## src/rtl/pixalu_pkg.sv

```systemverilog
package pixalu_pkg;

  typedef enum logic [2:0] {
    SEL_MIN,
    SEL_MAX,
    SEL_A,
    SEL_B,
    SEL_SUB,
    SEL_ADD
  } resSel_e;

  // strobes handed from the decoder to the datapath
  typedef struct packed {
    logic    beat;        // qualified input beat
    logic    frameStart;  // start-of-frame pulse
    resSel_e sel;         // result source
    logic    useConst;    // second operand is the constant
    logic    infKeepsA;   // infinite subtrahend returns A
    logic    trackEn;     // beat feeds the frame search
    logic    trackMax;    // search for maximum (else minimum)
  } aluStrobes_t;

endpackage

```

## src/rtl/pixalu_ctrl.sv

```systemverilog
module pixalu_ctrl
  import pixalu_pkg::*;
#(
  parameter int OP_W       = 4,
  parameter bit HAS_SEARCH = 1'b1
) (
  input  logic            inValid,
  input  logic            frameStart,
  input  logic [OP_W-1:0] opcode,
  output aluStrobes_t     strobes
);

  always_comb begin
    strobes            = '0;
    strobes.beat       = inValid;
    strobes.frameStart = frameStart;
    strobes.sel        = SEL_A;
    if (opcode[OP_W-1]) begin
      // upper half: arithmetic
      strobes.sel       = opcode[1] ? SEL_ADD : SEL_SUB;
      strobes.useConst  = opcode[0];
      strobes.infKeepsA = opcode[2] & ~opcode[1];
    end else begin
      case (opcode[2:0])
        3'd0:    strobes.sel = SEL_MIN;
        3'd1:    strobes.sel = SEL_MAX;
        3'd3,
        3'd7:    strobes.sel = SEL_B;
        3'd4,
        3'd5: begin
          strobes.sel      = SEL_A;
          strobes.trackEn  = HAS_SEARCH;
          strobes.trackMax = opcode[0];
        end
        default: strobes.sel = SEL_A;
      endcase
    end
  end

endmodule

```

## src/rtl/pixalu_dp.sv

```systemverilog
module pixalu_dp
  import pixalu_pkg::*;
#(
  parameter int PIX_W = 9
) (
  input  logic             clk,
  input  logic             rstN,
  input  aluStrobes_t      strobes,
  input  logic [PIX_W-1:0] pixA,
  input  logic [PIX_W-1:0] pixB,
  input  logic [PIX_W-1:0] constVal,
  output logic             outValid,
  output logic [PIX_W-1:0] outPix,
  output logic [PIX_W-1:0] extremeVal
);

  localparam int EXT_W = PIX_W + 2;
  localparam logic [PIX_W-1:0] NEG_INF = {1'b1, {(PIX_W-1){1'b0}}};
  localparam logic signed [EXT_W-1:0] SAT_HI = EXT_W'((2 ** (PIX_W - 1)) - 1);
  localparam logic signed [EXT_W-1:0] SAT_LO = -SAT_HI;

  logic [PIX_W-1:0] operand;
  logic signed [EXT_W-1:0] aWide, oWide, sumWide, diffWide;
  logic aInf, oInf;
  logic [PIX_W-1:0] result;
  logic fresh;

  function automatic logic [PIX_W-1:0] clampPix(input logic signed [EXT_W-1:0] v);
    logic signed [EXT_W-1:0] c;
    if (v > SAT_HI)      c = SAT_HI;
    else if (v < SAT_LO) c = SAT_LO;
    else                 c = v;
    return c[PIX_W-1:0];
  endfunction

  assign operand  = strobes.useConst ? constVal : pixB;
  assign aInf     = (pixA == NEG_INF);
  assign oInf     = (operand == NEG_INF);
  assign aWide    = EXT_W'($signed(pixA));
  assign oWide    = EXT_W'($signed(operand));
  assign sumWide  = aWide + oWide;
  assign diffWide = aWide - oWide;

  always_comb begin
    case (strobes.sel)
      SEL_MIN: result = ($signed(pixA) < $signed(pixB)) ? pixA : pixB;
      SEL_MAX: result = ($signed(pixA) > $signed(pixB)) ? pixA : pixB;
      SEL_B:   result = pixB;
      SEL_SUB: begin
        if (aInf)      result = NEG_INF;
        else if (oInf) result = strobes.infKeepsA ? pixA : NEG_INF;
        else           result = clampPix(diffWide);
      end
      SEL_ADD: result = (aInf || oInf) ? NEG_INF : clampPix(sumWide);
      default: result = pixA;
    endcase
  end

  always_ff @(posedge clk or negedge rstN) begin
    if (!rstN) begin
      outValid <= 1'b0;
      outPix   <= '0;
    end else begin
      outValid <= strobes.beat;
      if (strobes.beat) outPix <= result;
    end
  end

  // frame-wide extreme search
  always_ff @(posedge clk or negedge rstN) begin
    if (!rstN) begin
      extremeVal <= '0;
      fresh      <= 1'b1;
    end else if (strobes.beat && strobes.trackEn) begin
      fresh <= 1'b0;
      if (fresh || strobes.frameStart)
        extremeVal <= pixA;
      else if (strobes.trackMax ? ($signed(pixA) > $signed(extremeVal))
                                : ($signed(pixA) < $signed(extremeVal)))
        extremeVal <= pixA;
    end else if (strobes.frameStart) begin
      extremeVal <= '0;
      fresh      <= 1'b1;
    end
  end

endmodule

```

## src/rtl/pixalu_core.sv

```systemverilog
module pixalu_core
  import pixalu_pkg::*;
#(
  parameter int PIX_W      = 9,
  parameter int OP_W       = 4,
  parameter int CTRL_W     = 8,
  parameter bit HAS_SEARCH = 1'b1
) (
  input  logic              clk,
  input  logic              rstN,
  input  logic              inValid,
  input  logic              frameStart,
  input  logic [CTRL_W-1:0] ctrlByte,
  input  logic [PIX_W-2:0]  constByte,
  input  logic              constMsb,
  input  logic [PIX_W-1:0]  pixA,
  input  logic [PIX_W-1:0]  pixB,
  output logic              outValid,
  output logic [PIX_W-1:0]  outPix,
  output logic [PIX_W-1:0]  extremeVal
);

  localparam int FREE_W = CTRL_W - OP_W;

  aluStrobes_t      strobes;
  logic [OP_W-1:0]  opcode;
  logic [PIX_W-1:0] constVal;
  logic             unusedCtrlBits;

  assign opcode         = ctrlByte[CTRL_W-1 -: OP_W];
  assign unusedCtrlBits = ^ctrlByte[FREE_W-1:0];
  assign constVal       = {constMsb, constByte};

  pixalu_ctrl #(
    .OP_W       (OP_W),
    .HAS_SEARCH (HAS_SEARCH)
  ) u_ctrl (
    .inValid    (inValid),
    .frameStart (frameStart),
    .opcode     (opcode),
    .strobes    (strobes)
  );

  pixalu_dp #(
    .PIX_W (PIX_W)
  ) u_dp (
    .clk        (clk),
    .rstN       (rstN),
    .strobes    (strobes),
    .pixA       (pixA),
    .pixB       (pixB),
    .constVal   (constVal),
    .outValid   (outValid),
    .outPix     (outPix),
    .extremeVal (extremeVal)
  );

endmodule

```

## config.mk

```make
export PLATFORM = sky130hd
export DESIGN_NAME = pixalu_core
export DESIGN_NICKNAME = d
export VERILOG_FILES = /design/src/rtl/pixalu_pkg.sv /design/src/rtl/pixalu_ctrl.sv /design/src/rtl/pixalu_dp.sv /design/src/rtl/pixalu_core.sv
export SDC_FILE = /design/constraint.sdc
export NUM_CORES = 1
export LEC_CHECK = 0
export BUFFER_PORTS_ARGS = -buffer_cell sky130_fd_sc_hd__buf_2
export CAP_MARGIN = 20
export CORE_MARGIN = 2
export CORE_UTILIZATION = 40
export CTS_BUF_LIST = sky130_fd_sc_hd__clkbuf_4 sky130_fd_sc_hd__clkbuf_8
export DETAILED_ROUTE_END_ITERATION = 12
export GPL_TIMING_DRIVEN = 0
export HOLD_SLACK_MARGIN = 0.1
export PLACE_DENSITY = 0.58
export SYNTH_ARGS = -nofsm -noshare
export SYNTH_HDL_FRONTEND = slang
export SYNTH_SLANG_ARGS = --single-unit
```

## constraint.sdc

```tcl
create_clock -name clk -period 2.5 [get_ports clk]
set_input_delay 0.25 -clock clk [delete_from_list [all_inputs] [get_ports clk]]
set_output_delay 0.25 -clock clk [all_outputs]
set_load 0.005 [all_outputs]
```

== Yosys cells after proc, flatten, opt, wreduce, memory -nomap -nowiden ==
Index checks and enable logic that the tools add are counted.
Word-level totals
  flip-flop bits (word level): 20
  bits of input ports: 39
  output and inout port bits: 19
  logic and storage cells: 62
Cells by class
  add/sub/neg operators: 2
  order comparisons: 8
  equality and inequality tests: 12
  mux-type cells: 25
  bitwise operators: 2
  reductions and logical operators: 9
Operator list (count)
  two-way mux 9 bit: 15
  case mux 9 bit (5 select lines): 1
  greater-than comparator 10 x 9 -> 1 bit, second input constant: 2
  less-than comparator 10 x 9 -> 1 bit, second input constant: 2
  == test 9 bit, second input constant: 2
  greater-than comparator 9 bit: 2
  less-than comparator 9 bit: 2
  == test 3 bit, second input constant: 5
  adder 9 x 9 -> 10 bit: 1
  subtractor 9 x 9 -> 10 bit: 1
  == test 3 x 1 -> 1 bit, second input constant: 2
  == test 3 x 2 -> 1 bit, second input constant: 2
  logical NOT 3 bit: 2
  two-way mux 2 bit: 3
  case mux 2 bit (3 select lines): 1
  two-way mux 1 bit: 4
  OR reduction 2 bit: 2
  two-way mux 3 bit: 1
  inequality test 3 bit, second input constant: 1
  logical OR 1 bit: 2
  AND reduction 2 bit: 1
  nonzero test 2 bit: 1
  AND 1 bit: 1
  logical AND 1 bit: 1
  inverter 1 bit: 1

== Logic depth before layout (Yosys ltp) ==
Gate-level depths: netlist of run 1.
  depth in word-level cells: 11
  gate-level depth with buffers: 14
  depth with buffers taken out: 13

== Hierarchy ==
Synthesis of run 1 repeated with hierarchy kept, for this count alone.
Unflattened totals
  cells, all modules: 402
  area total of the unflattened synthesis: 3169.3 µm²
Modules (own cells, without submodules)
  pixalu_dp: instances 1, cells each 391, area an instance 3091.7 µm², seq. area each 501.7 µm²
  pixalu_ctrl: instances 1, cells each 11, area an instance 77.6 µm², seq. area each 0.0 µm²

== Worst setup path before layout of run 1 ==
Ideal clock, no wire load.
  path kind: input to register
  start point: input port ctrlByte[7]
  end point: register u_dp.outPix[2]
  setup time: 0.124 ns
  arrival: 3.232 ns
  data required time: 2.376 ns
  setup slack: -0.856 ns
  stages: 14
  path buffers: 2
  cells stage by stage: buf_2 -> nand2_1 -> mux2_2 -> ha_1 -> fa_1 -> nor2_1 -> a31oi_1 -> o31ai_1 -> nand4_1 -> o311a_1 -> buf_2 -> maj3_1 -> and2_0 -> o31a_1
Between the ends
  word-level cells in the longest chain between the ends: 9
  elaborated cells on any way between the ends: 25
  those cells by class: add/sub (2); order compare (4); eq/ne (5); mux (12); reduce/logical (2)
RTL lines
  start, declared: line pixalu_core.sv:13  | input logic [CTRL_W-1:0] ctrlByte,
  two-way mux 2 bit: line pixalu_ctrl.sv:18  | if (opcode[OP_W-1]) begin
  two-way mux 9 bit: line pixalu_dp.sv:36  | assign operand = strobes.useConst ? constVal : pixB;
  subtractor 9 x 9 -> 10 bit: line pixalu_dp.sv:42  | assign diffWide = aWide - oWide;
  less-than comparator 10 x 9 -> 1 bit: line pixalu_dp.sv:31  | else if (v < SAT_LO) c = SAT_LO;
  two-way mux 9 bit: line pixalu_dp.sv:31
  two-way mux 9 bit: line pixalu_dp.sv:30  | if (v > SAT_HI) c = SAT_HI;
  two-way mux 9 bit: line pixalu_dp.sv:51  | else if (oInf) result = strobes.infKeepsA ? pixA : NEG_INF;
  two-way mux 9 bit: line pixalu_dp.sv:50  | if (aInf) result = NEG_INF;
  case mux 9 bit (5 select lines) *: line pixalu_dp.sv:45  | case (strobes.sel)
  end signal, assigned: line pixalu_dp.sv:65  | if (strobes.beat) outPix <= result;
  end, declared: line pixalu_dp.sv:13  | output logic [PIX_W-1:0] outPix,
Every way passes the cells marked *; elsewhere a longest branch is shown, timed or not.
A chain may end at the register's enable or synchronous reset.

== Final worst setup path of run 1 ==
  start point: input port ctrlByte[7]
  end point: register u_dp.outPix[4]
The elaborated chain is that of the path after synthesis.

==> results of run 1 <==
-- cell usage after synthesis, types with 2 or more instances --
| master | instances | area share |
|---|---|---|
| nor2_1 | 21 | 0.027 |
| nand4b_1 | 2 | 0.0060 |
| o22ai_1 | 9 | 0.019 |
| ha_1 | 36 | 0.16 |
| or4_1 | 4 | 0.010 |
| a31oi_1 | 10 | 0.022 |
| nor2b_1 | 4 | 0.0086 |
| mux2_2 | 5 | 0.019 |
| a31o_2 | 2 | 0.0060 |
| inv_1 | 36 | 0.047 |
| or2_1 | 2 | 0.0043 |
| buf_2 | 7 | 0.012 |
| or2_2 | 2 | 0.0043 |
| a221oi_1 | 9 | 0.027 |
| nand3_1 | 12 | 0.021 |
| or3_1 | 3 | 0.0065 |
| o31ai_1 | 2 | 0.0052 |
| o211ai_1 | 4 | 0.010 |
| a21bo_1 | 2 | 0.0069 |
| fa_1 | 2 | 0.014 |
| o31a_1 | 2 | 0.0060 |
| clkbuf_1 | 5 | 0.0065 |
| a41oi_1 | 2 | 0.0060 |
| nand4_1 | 4 | 0.0086 |
| nand2_1 | 24 | 0.031 |
| o21ai_0 | 7 | 0.012 |
| maj3_1 | 6 | 0.021 |
| o21ai_1 | 4 | 0.0069 |
| o21a_1 | 3 | 0.0078 |
| a211oi_1 | 3 | 0.0078 |
| nor3_1 | 2 | 0.0035 |
| nor4_1 | 4 | 0.0086 |
| xor2_1 | 5 | 0.015 |
| nor3b_1 | 3 | 0.0078 |
| mux2i_1 | 4 | 0.014 |
| a21oi_1 | 12 | 0.021 |
| nand2b_1 | 7 | 0.015 |
| xnor2_1 | 7 | 0.021 |
| a22o_1 | 9 | 0.027 |
| nand3b_1 | 2 | 0.0052 |
| dfrtp_1 | 19 | 0.16 |
| a21o_1 | 6 | 0.016 |
| mux2i_2 | 2 | 0.0095 |
| and3_1 | 2 | 0.0043 |
-- cell families after synthesis --
kind of cell | synth area share
compound gates | 0.290
simple gates | 0.194
buf+inv | 0.0703
fa+ha+maj | 0.190
flops | 0.173
xor+xnor | 0.0363
mux | 0.0466
-- metal layers --
metal	GRT usage	share of wire	wire [microns]
met5	0	0	0
met4	0.0556	0.019	186
met3	0.0120	0.051	511
met2	0.405	0.47	4700
met1	0.338	0.46	4580
-- layout by cell type (no fill, tap or decap), types with 6 or more instances in the layout --
master    netlist  routed
a221oi_1        9       9
buf_2           7      54
a22o_1          9       9
inv_1          36      34
dfrtp_1        19      19
nor2_1         21      19
nand3_1        12      11
o22ai_1         9       9
buf_6           1       7
buf_4           0      18
a21o_1          6       6
nand2_1        24      23
ha_1           36      28
o21ai_1         4       6
a21oi_1        12      12
a31oi_1        10       7
-- flip-flops by register name, indices dropped and copies added (netlist names) --
name / cells
u_dp.extremeVal: 9
u_dp.outPix: 9
u_dp.fresh: 1
u_dp.outValid: 1
-- cell type report --
cell class	count	area, sq um
Multi-Input combinational cell	283	2500
Clock inverter	1	30.0
Fill cell	706	3240
Timing Repair Buffer	75	469
Tap cell	99	124
Sequential cell	20	502
Inverter	36	135
Clock buffer	3	41.3
Buffer	11	91.3
-- worst paths after layout --
check                                                     from                        endpoint  cells past startpoint  slack, ps
worst min register to register          u_dp.fresh$_DFFE_PN1P_          u_dp.fresh$_DFFE_PN1P_                      2        500
worst max register to register  u_dp.extremeVal[1]$_DFFE_PN0P_  u_dp.extremeVal[4]$_DFFE_PN0P_                     11         70
max in group asynchronous                                 rstN          u_dp.fresh$_DFFE_PN1P_                      2       1690
min in group asynchronous                                 rstN  u_dp.extremeVal[5]$_DFFE_PN0P_                      2        470
worst max-delay path                               ctrlByte[7]      u_dp.outPix[4]$_DFFE_PN0P_                     13       -400
worst min-delay path                                   inValid         u_dp.outValid$_DFF_PN0_                      1        170
-- critical path: cells and delay by family --
kind / cells / cell delay (ps)
buffers and inverters: 2 / 250
muxes: 1 / 320
xor gates and xnor gates: 1 / 160
and+or+nand+nor: 3 / 740
adders and majority gates: 1 / 230
AOI/OAI and AO/OA: 5 / 1050
-- power breakdown --
group,total [mW],internal (mW),switching [mW]
sequential,0.386,0.362,0.0241
combinational,1.01,0.468,0.540
clock,0.324,0.214,0.111
-- stage by stage --
stage	std cells	utilization	hold WS, ps	setup slack (ps)	area [sq um]
finish	528	0.546	175	-395	3900
global route	528	0.546	159	-452	3900
CTS	517	0.516	163	-414	3680
detailed placement	502	0.475	234	-829	3390
global placement	502	0.475	222	-855	3390
floorplan	351	-	-45.6	-489	3010
-- what timing repair did --
item | 4_1_cts | 5_1_grt
buffers inserted | 12 | 10
gates resized for setup | 22 | 28
pin swaps | 13 | 23
hold buffers | 1 | 0
endpoints found under the hold margin | 19 | 0
setup endpoints to repair | 9 | 18
cloned | 0 | 2
==> results.ini, run 1 <==
[global_routing]
grt_max_degree = 21
antenna_found_initial = 0
grt_pass1_wl_microns = 14700
grt_pass1_vias = 2824
track_usage = 0.240
grt_remaining_overflow = 0

[floorplan]
rows = 31
core_region_area_sq_um = 7140
num_io_pins = 58
die_area_sq_um = 7940
die_x_microns = 89.1
start_util = 0.406
die_h_microns = 89.1

[worst_hold_path]
hp-class = in2reg

[detailed_routing]
drc = 0
detail_route.wirelength_microns = 9980
postRouteAntennaNets = 0
avgRoutedWirePerCell_microns = 18.9
vias = 3149
viasPerCell = 5.96
first_iter_violations = 235
firstDrtPassIters = 5

[cells_and_area]
syn_to_final_growth_pct = 34.4
drive_gt1_frac = 0.336
nets = 507
n_antenna_cell = 0

[run_status]
status = finished with violations
violations = setup timing

[timing]
setup_viol = 9
timing.setup.tns_ps = -3080
min_period_over_period = 1.16
rsz0062_at_grt = yes
maxSlewViolCount = 0
worst_slack_ps = -395
tightest_slew_ps = 997
finalCriticalPeriod_ps = 2900
fin_worst_skew_ps = 0.830
hold_viol = 0
relSlewSlack = 0.326
fmax_ghz = 0.345

[clock_tree]
clock_path_buffers = 2
cts.sinks = 20
clk-insertion-delay-late_ps = 260
path_clk_slew_ps = 80
cts_max_level = 1
cts-root-buf = clkbuf_8
cts_tree = yes
numCtsBuffers = 3

[critical_path]
startpoint_type = input port
path_cells = buf_12, nand2_8, mux2_4, ha_4, a211o_4, a2111oi_4, nor2_2, xnor2_2, or4_4, o211ai_4, buf_6, a21o_1, a31oi_1
end_kind = flop
worstPathRequired_ps = 2630
critPathKind = in2reg
critPathMaxFanout = 7
cp.arrival_ps = 3020
cp_slowest_cell = or4_4
cpPeakStageDelay_ps = 530

[pwr]
p_total_mw = 1.72
vdd_drop_max_mv = 0.214
leakagePower_nw = 1.75
p_per_area_nw_per_um2 = 441

[yosys]
yosysSeqAreaShare = 0.173
yosysWarnings = 0
netlist_area_sq_um = 2900
ys_ff_latch = 20
synthFlopType = dfrtp_1
synth_edf_count = 0
synth_nets = 428
async_reset_ff_frac = 1.00
syn-instance-count = 351
post_synth.cell_area_avg_sq_um = 8.26
synth_cell_types = 77

[place]
dpl.hpwl_microns = 7240
gp_congestion = 0.936
port_buffers = 52

[run]
cap_violations = 0

Power figures use the tool's default switching activity.
==> inputs of run 2 (changes only) <==
--- a/config.mk
+++ b/config.mk
@@ -5,6 +5,7 @@
 export SDC_FILE = /design/constraint.sdc
 export NUM_CORES = 1
 export LEC_CHECK = 0
+export ABC_CLOCK_PERIOD_IN_PS = 2500
 export BUFFER_PORTS_ARGS = -buffer_cell sky130_fd_sc_hd__buf_2
 export CAP_MARGIN = 20
 export CORE_MARGIN = 2
@@ -16,4 +17,5 @@
 export PLACE_DENSITY = 0.58
 export SYNTH_ARGS = -nofsm -noshare
 export SYNTH_HDL_FRONTEND = slang
+export SYNTH_HIERARCHICAL = 1
 export SYNTH_SLANG_ARGS = --single-unit
==> results.ini, run 2 <==
[clock_tree]
cts_tree = yes
cts-root-buf = clkbuf_8
numCtsBuffers = 3
clock_path_buffers = 2
cts_max_level = 1
path_clk_slew_ps = 70
cts.sinks = 20
clk-insertion-delay-late_ps = 260

[pwr]
p_per_area_nw_per_um2 = 428
leakagePower_nw = 1.88
vdd_drop_max_mv = 0.188

[timing]
tightest_slew_ps = 829
hold_ws_ps = 163
fin_worst_skew_ps = 3.20
min_period_over_period = 1.22
relSlewSlack = 0.444
hold_viol = 0
finalCriticalPeriod_ps = 3060
maxSlewViolCount = 0
fmax_ghz = 0.327
setup_viol = 9
rsz0062_at_grt = yes
worst_slack_ps = -557
timing.setup.tns_ps = -4460

[global_routing]
grt_pass1_vias = 3307
met1_usage = 0.324
track_usage = 0.246
use_met3 = 0.0129
top_usage_layer = met2
met2_usage = 0.438
grt_pass1_wl_microns = 16800
antenna_found_initial = 0
grt_remaining_overflow = 0
grt_max_degree = 21

[floorplan]
num_io_pins = 58
core_region_area_sq_um = 7690
die_area_sq_um = 8650
start_util = 0.412
die_x_microns = 93.0
rows = 32
die_h_microns = 93.0

[critical_path]
reg2reg_depth = 10
cp_slowest_cell = fa_2
crit_buf_inv = 3
r2r_start = u_dp/extremeVal[1]$_DFFE_PN0P_
path_cells = buf_6, and2_4, clkbuf_16, buf_8, nand2_4, o21ai_4, ha_4, fa_2, nand2b_4, a211oi_4, o41ai_4, xor2_2, nor4b_2, o41ai_2, and3_1, o32a_1
critPathMaxFanout = 5
cp.arrival_ps = 3200
end_kind = flop
cpPeakStageDelay_ps = 390
critPathKind = in2reg
r2r-end = u_dp/extremeVal[1]$_DFFE_PN0P_
cp_top_family = compound AO/OA/AOI/OAI gates
startpoint_type = input port
worstPathRequired_ps = 2650
r2r_slack_ps = 140

[place]
port_buffers = 51
dp_cells = 555
placed_area_sq_um = 3590
dpl.hpwl_microns = 8130
gp_congestion = 0.923

[yosys]
synth_cell_types = 75
post-synth-top-count-cell = nor2_1
async_reset_ff_frac = 1.00
synthFlopType = dfrtp_1
netlist_area_sq_um = 3170
synth_nets = 482
yosysSeqAreaShare = 0.158
synth_edf_count = 0
synthTopCellsByCount = nor2_1 (43), inv_1 (40), ha_1 (39), nand2_1 (24), a21oi_1 (22)
synthTopCellsByArea = ha_1 (15%), dfrtp_1 (15%), nor2_1 (5.1%), inv_1 (4.7%), a21oi_1 (3.5%)
ys_ff_latch = 20
syn-instance-count = 402
synth_top_cell_by_area = ha_1
post_synth.cell_area_avg_sq_um = 7.88
yosysWarnings = 6
synth_top_area_share = 0.154

[worst_hold_path]
hp-class = in2reg
hold_start = inValid
holdPathEnd = u_dp/outValid$_DFF_PN0_
whs_path_depth = 1

[cells_and_area]
drive_gt1_frac = 0.328
n_antenna_cell = 0
instances_no_fill = 584
nFillCells = 725
top_regs = u_dp/extremeVal: 9 flops, u_dp/outPix: 9 flops
syn_to_final_growth_pct = 36.3
most-common-layout-cells = buf_2 (50), nor2_1 (41), inv_1 (38)
final_common_cell = buf_2
utilization = 0.562
nets = 563
fin_area_sq_um = 4320

[detailed_routing]
viasPerCell = 5.87
first_iter_violations = 206
detail_route.wirelength_microns = 10600
postRouteAntennaNets = 0
firstDrtPassIters = 5
drc = 0
vias = 3428
avgRoutedWirePerCell_microns = 18.2

[run_status]
violations = setup timing
status = finished with violations

[run]
cap_violations = 0

## run 2: where the power goes
group | switching [mW] | internal (mW) | leakage (nW)
Combinational | 0.631 | 0.511 | 1.60
Clock | 0.112 | 0.214 | 0.0357
Sequential | 0.0216 | 0.360 | 0.247
## run 2: repair_timing
action / 4_1_cts / 5_1_grt
endpoints found under the setup margin: 18 / 18
resized for setup: 56 / 20
endpoints found under the hold margin: 19 / 0
pin swaps: 33 / 4
hold buffers: 1 / 0
setup buffers: 19 / 5
gates cloned: 1 / 0
## run 2: cells by family after synthesis
kind of cell,Yosys count,share of synthesized area
xor+xnor,13,0.0383
simple gates,141,0.236
buf+inv,54,0.0734
compound gates,131,0.321
fa+ha+maj,41,0.167
flops,20,0.158
mux,2,0.00632
## run 2: per-layer routing
metal	part of all wire	vias to the layer above	wire length [microns]
li1	-	1651	-
met3	0.050	29	531
met1	0.45	1617	4770
met4	0.031	0	333
met2	0.47	131	5010
met5	0	-	0
## run 2: worst max-delay path by stage
stage                     start                         end  slack [ps]  cells past startpoint
finish              ctrlByte[4]  u_dp/outPix[0]$_DFFE_PN0P_        -560                     16
global route        ctrlByte[4]  u_dp/outPix[0]$_DFFE_PN0P_        -650                     16
CTS                 ctrlByte[4]  u_dp/outPix[0]$_DFFE_PN0P_        -520                     16
detailed placement  ctrlByte[7]  u_dp/outPix[0]$_DFFE_PN0P_       -1150                     15
global placement    ctrlByte[7]  u_dp/outPix[0]$_DFFE_PN0P_       -1190                     15
floorplan           ctrlByte[7]  u_dp/outPix[0]$_DFFE_PN0P_        -540                     15
## run 2: cell type report
type / instances / area (sq um) / area share
Multi-Input combinational cell: 328 / 2850 / 0.659
Buffer: 13 / 120 / 0.0278
Inverter: 40 / 155 / 0.0359
Sequential cell: 20 / 502 / 0.116
Timing Repair Buffer: 77 / 498 / 0.115
Clock buffer: 3 / 41.3 / 0.00956
Clock inverter: 1 / 30.0 / 0.00695
Tap cell: 102 / 128 / 0.0295
## run 2: through the flow
stage | setup WS (ps) | power [mW]
2_1_floorplan | -535 | 0.993
3_3_place_gp | -1190 | 1.25
3_5_place_dp | -1150 | 1.25
4_1_cts | -522 | 1.77
5_1_grt | -649 | 1.97
6_report | -557 | 1.85
==> inputs of run 3 (changes only) <==
--- a/config.mk
+++ b/config.mk
@@ -15,6 +15,7 @@
 export GPL_TIMING_DRIVEN = 0
 export HOLD_SLACK_MARGIN = 0.1
 export PLACE_DENSITY = 0.58
+export SKIP_LAST_GASP = 1
 export SYNTH_ARGS = -nofsm -noshare
 export SYNTH_HDL_FRONTEND = slang
 export SYNTH_HIERARCHICAL = 1
==> results.ini, run 3 (synthesis gave the netlist of run 2 again) <==
[detailed_routing]
postRouteAntennaNets = 0
drc = 0
vias = 3387
detail_route.wirelength_microns = 10700
viasPerCell = 5.77
avgRoutedWirePerCell_microns = 18.2
firstDrtPassIters = 5
first_iter_violations = 238

[global_routing]
grt_remaining_overflow = 0
track_usage = 0.246
grt_pass1_wl_microns = 16800
antenna_found_initial = 0
grt_max_degree = 21
grt_pass1_vias = 3307

[pwr]
p_seq_frac = 0.204
pwr-share-clk = 0.175
p_comb_frac = 0.620
p_int_mw = 1.09
vdd_drop_max_mv = 0.188
switching_share = 0.413
leakagePower_nw = 1.90
p_per_area_nw_per_um2 = 430
p_sw_uw = 769

[worst_hold_path]
whs_path_depth = 1
hp-class = in2reg
hold_start = inValid
holdPathEnd = u_dp/outValid$_DFF_PN0_

[critical_path]
r2r_slack_ps = 140
worstPathRequired_ps = 2650
reg2reg_depth = 10
critPathMaxFanout = 5
startpoint_type = input port
cp.arrival_ps = 3210
end_kind = flop
r2r-end = u_dp/extremeVal[1]$_DFFE_PN0P_
critPathKind = in2reg
r2r_start = u_dp/extremeVal[1]$_DFFE_PN0P_

[clock_tree]
cts_tree = yes
cts_max_level = 1
path_clk_slew_ps = 80
cts-root-buf = clkbuf_8
cts.sinks = 20
clk-insertion-delay-late_ps = 260
clock_path_buffers = 2
numCtsBuffers = 3

[cells_and_area]
multiInputGateArea_sq_um = 2840
syn_to_final_growth_pct = 36.8
drive_gt1_frac = 0.334
fin_area_sq_um = 4340
n_antenna_cell = 0
register_area_sq_um = 502
nets = 566
utilization = 0.564
most-common-layout-cells = buf_2 (50), nor2_1 (41), inv_1 (38)
final_common_cell = buf_2
top_regs = u_dp/extremeVal: 9 flops, u_dp/outPix: 9 flops
nFillCells = 725

[timing]
fmax_ghz = 0.327
hold_viol = 0
maxSlewViolCount = 0
fin_worst_skew_ps = 0.826
rsz0062_at_grt = yes
finalCriticalPeriod_ps = 3060
relSlewSlack = 0.437
min_period_over_period = 1.22
worst_slack_ps = -559
setup_viol = 9
tightest_slew_ps = 840

[floorplan]
die_x_microns = 93.0
die_area_sq_um = 8650
start_util = 0.412
core_region_area_sq_um = 7690
rows = 32
num_io_pins = 58
die_h_microns = 93.0

[place]
dpl.hpwl_microns = 8130
gp_congestion = 0.923
placed_area_sq_um = 3590
port_buffers = 51

[run_status]
violations = setup timing
status = finished with violations

[run]
cap_violations = 0

==> run 3: cell types whose count changed in the layout (fill, tap and decap cells not counted) <==
cell,before,now
a21oi_1,19,18
a21oi_2,3,4
buf_4,27,30
ha_2,3,4
ha_4,4,3
o21ai_0,14,15
o21ai_1,2,1
==> run 3: repair_timing <==
item / in CTS / in global routing
hold buffers: 1 / 0
gates resized for setup: 55 / 20
setup buffers: 19 / 8
cloned: 1 / 0
endpoints found under the hold margin: 19 / 0
pin swaps: 33 / 7
setup endpoints to repair: 18 / 18
==> run 3: layer usage <==
layer	vias up	global-route usage	wire [microns]
met5	-	0	0
met4	0	0.0662	265
met3	16	0.0129	434
met2	91	0.438	5150
met1	1624	0.324	4840
li1	1656	-	-
==> run 3: worst max-delay path by stage <==
stage | slack [ps] | to | startpoint | depth (start not counted)
2_1_floorplan | -540 | u_dp/outPix[0]$_DFFE_PN0P_ | ctrlByte[7] | 15
3_3_place_gp | -1190 | u_dp/outPix[0]$_DFFE_PN0P_ | ctrlByte[7] | 15
3_5_place_dp | -1150 | u_dp/outPix[0]$_DFFE_PN0P_ | ctrlByte[7] | 15
5_1_grt | -660 | u_dp/outPix[2]$_DFFE_PN0P_ | ctrlByte[4] | 16
4_1_cts | -520 | u_dp/outPix[0]$_DFFE_PN0P_ | ctrlByte[4] | 16
6_report | -560 | u_dp/outPix[0]$_DFFE_PN0P_ | ctrlByte[4] | 16
==> run 3: layout make-up <==
type                            count  area share
Timing Repair Buffer               80       0.120
Inverter                           40      0.0358
Tap cell                          102      0.0294
Sequential cell                    20       0.116
Buffer                             13      0.0277
Multi-Input combinational cell    328       0.655
Clock buffer                        3     0.00952
Clock inverter                      1     0.00692
==> run 3: power by group through the flow <==
stage               combinational (mW)  clock [mW]  sequential [mW]
CTS                               1.06       0.330            0.381
floorplan                        0.605           0            0.387
detailed placement               0.866           0            0.387
global route                      1.25       0.347            0.387
finish                            1.16       0.327            0.381
global placement                 0.859           0            0.386
==> run 3: stage by stage <==
| step | cells | worst slack [ps] | power [mW] | setup TNS (ps) | hold WS, ps |
|---|---|---|---|---|---|
| floorplan | 402 | -535 | 0.993 | -3120 | -45.6 |
| global placement | 555 | -1190 | 1.25 | -10020 | 229 |
| detailed placement | 555 | -1150 | 1.25 | -9990 | 230 |
| CTS | 579 | -522 | 1.77 | -4210 | 144 |
| global route | 587 | -657 | 1.98 | -5460 | 151 |
| finish | 587 | -559 | 1.86 | -4660 | 161 |
==> run 3: critical path: stages <==
cell	delay (ps)
buf_6	90
and2_4	160
clkbuf_16	150
buf_8	130
nand2_4	60
o21ai_4	80
ha_4	180
fa_2	390
nand2b_4	160
a211oi_4	310
o41ai_4	110
xor2_2	210
nor4b_2	270
o41ai_2	110
and3_1	200
o32a_1	340
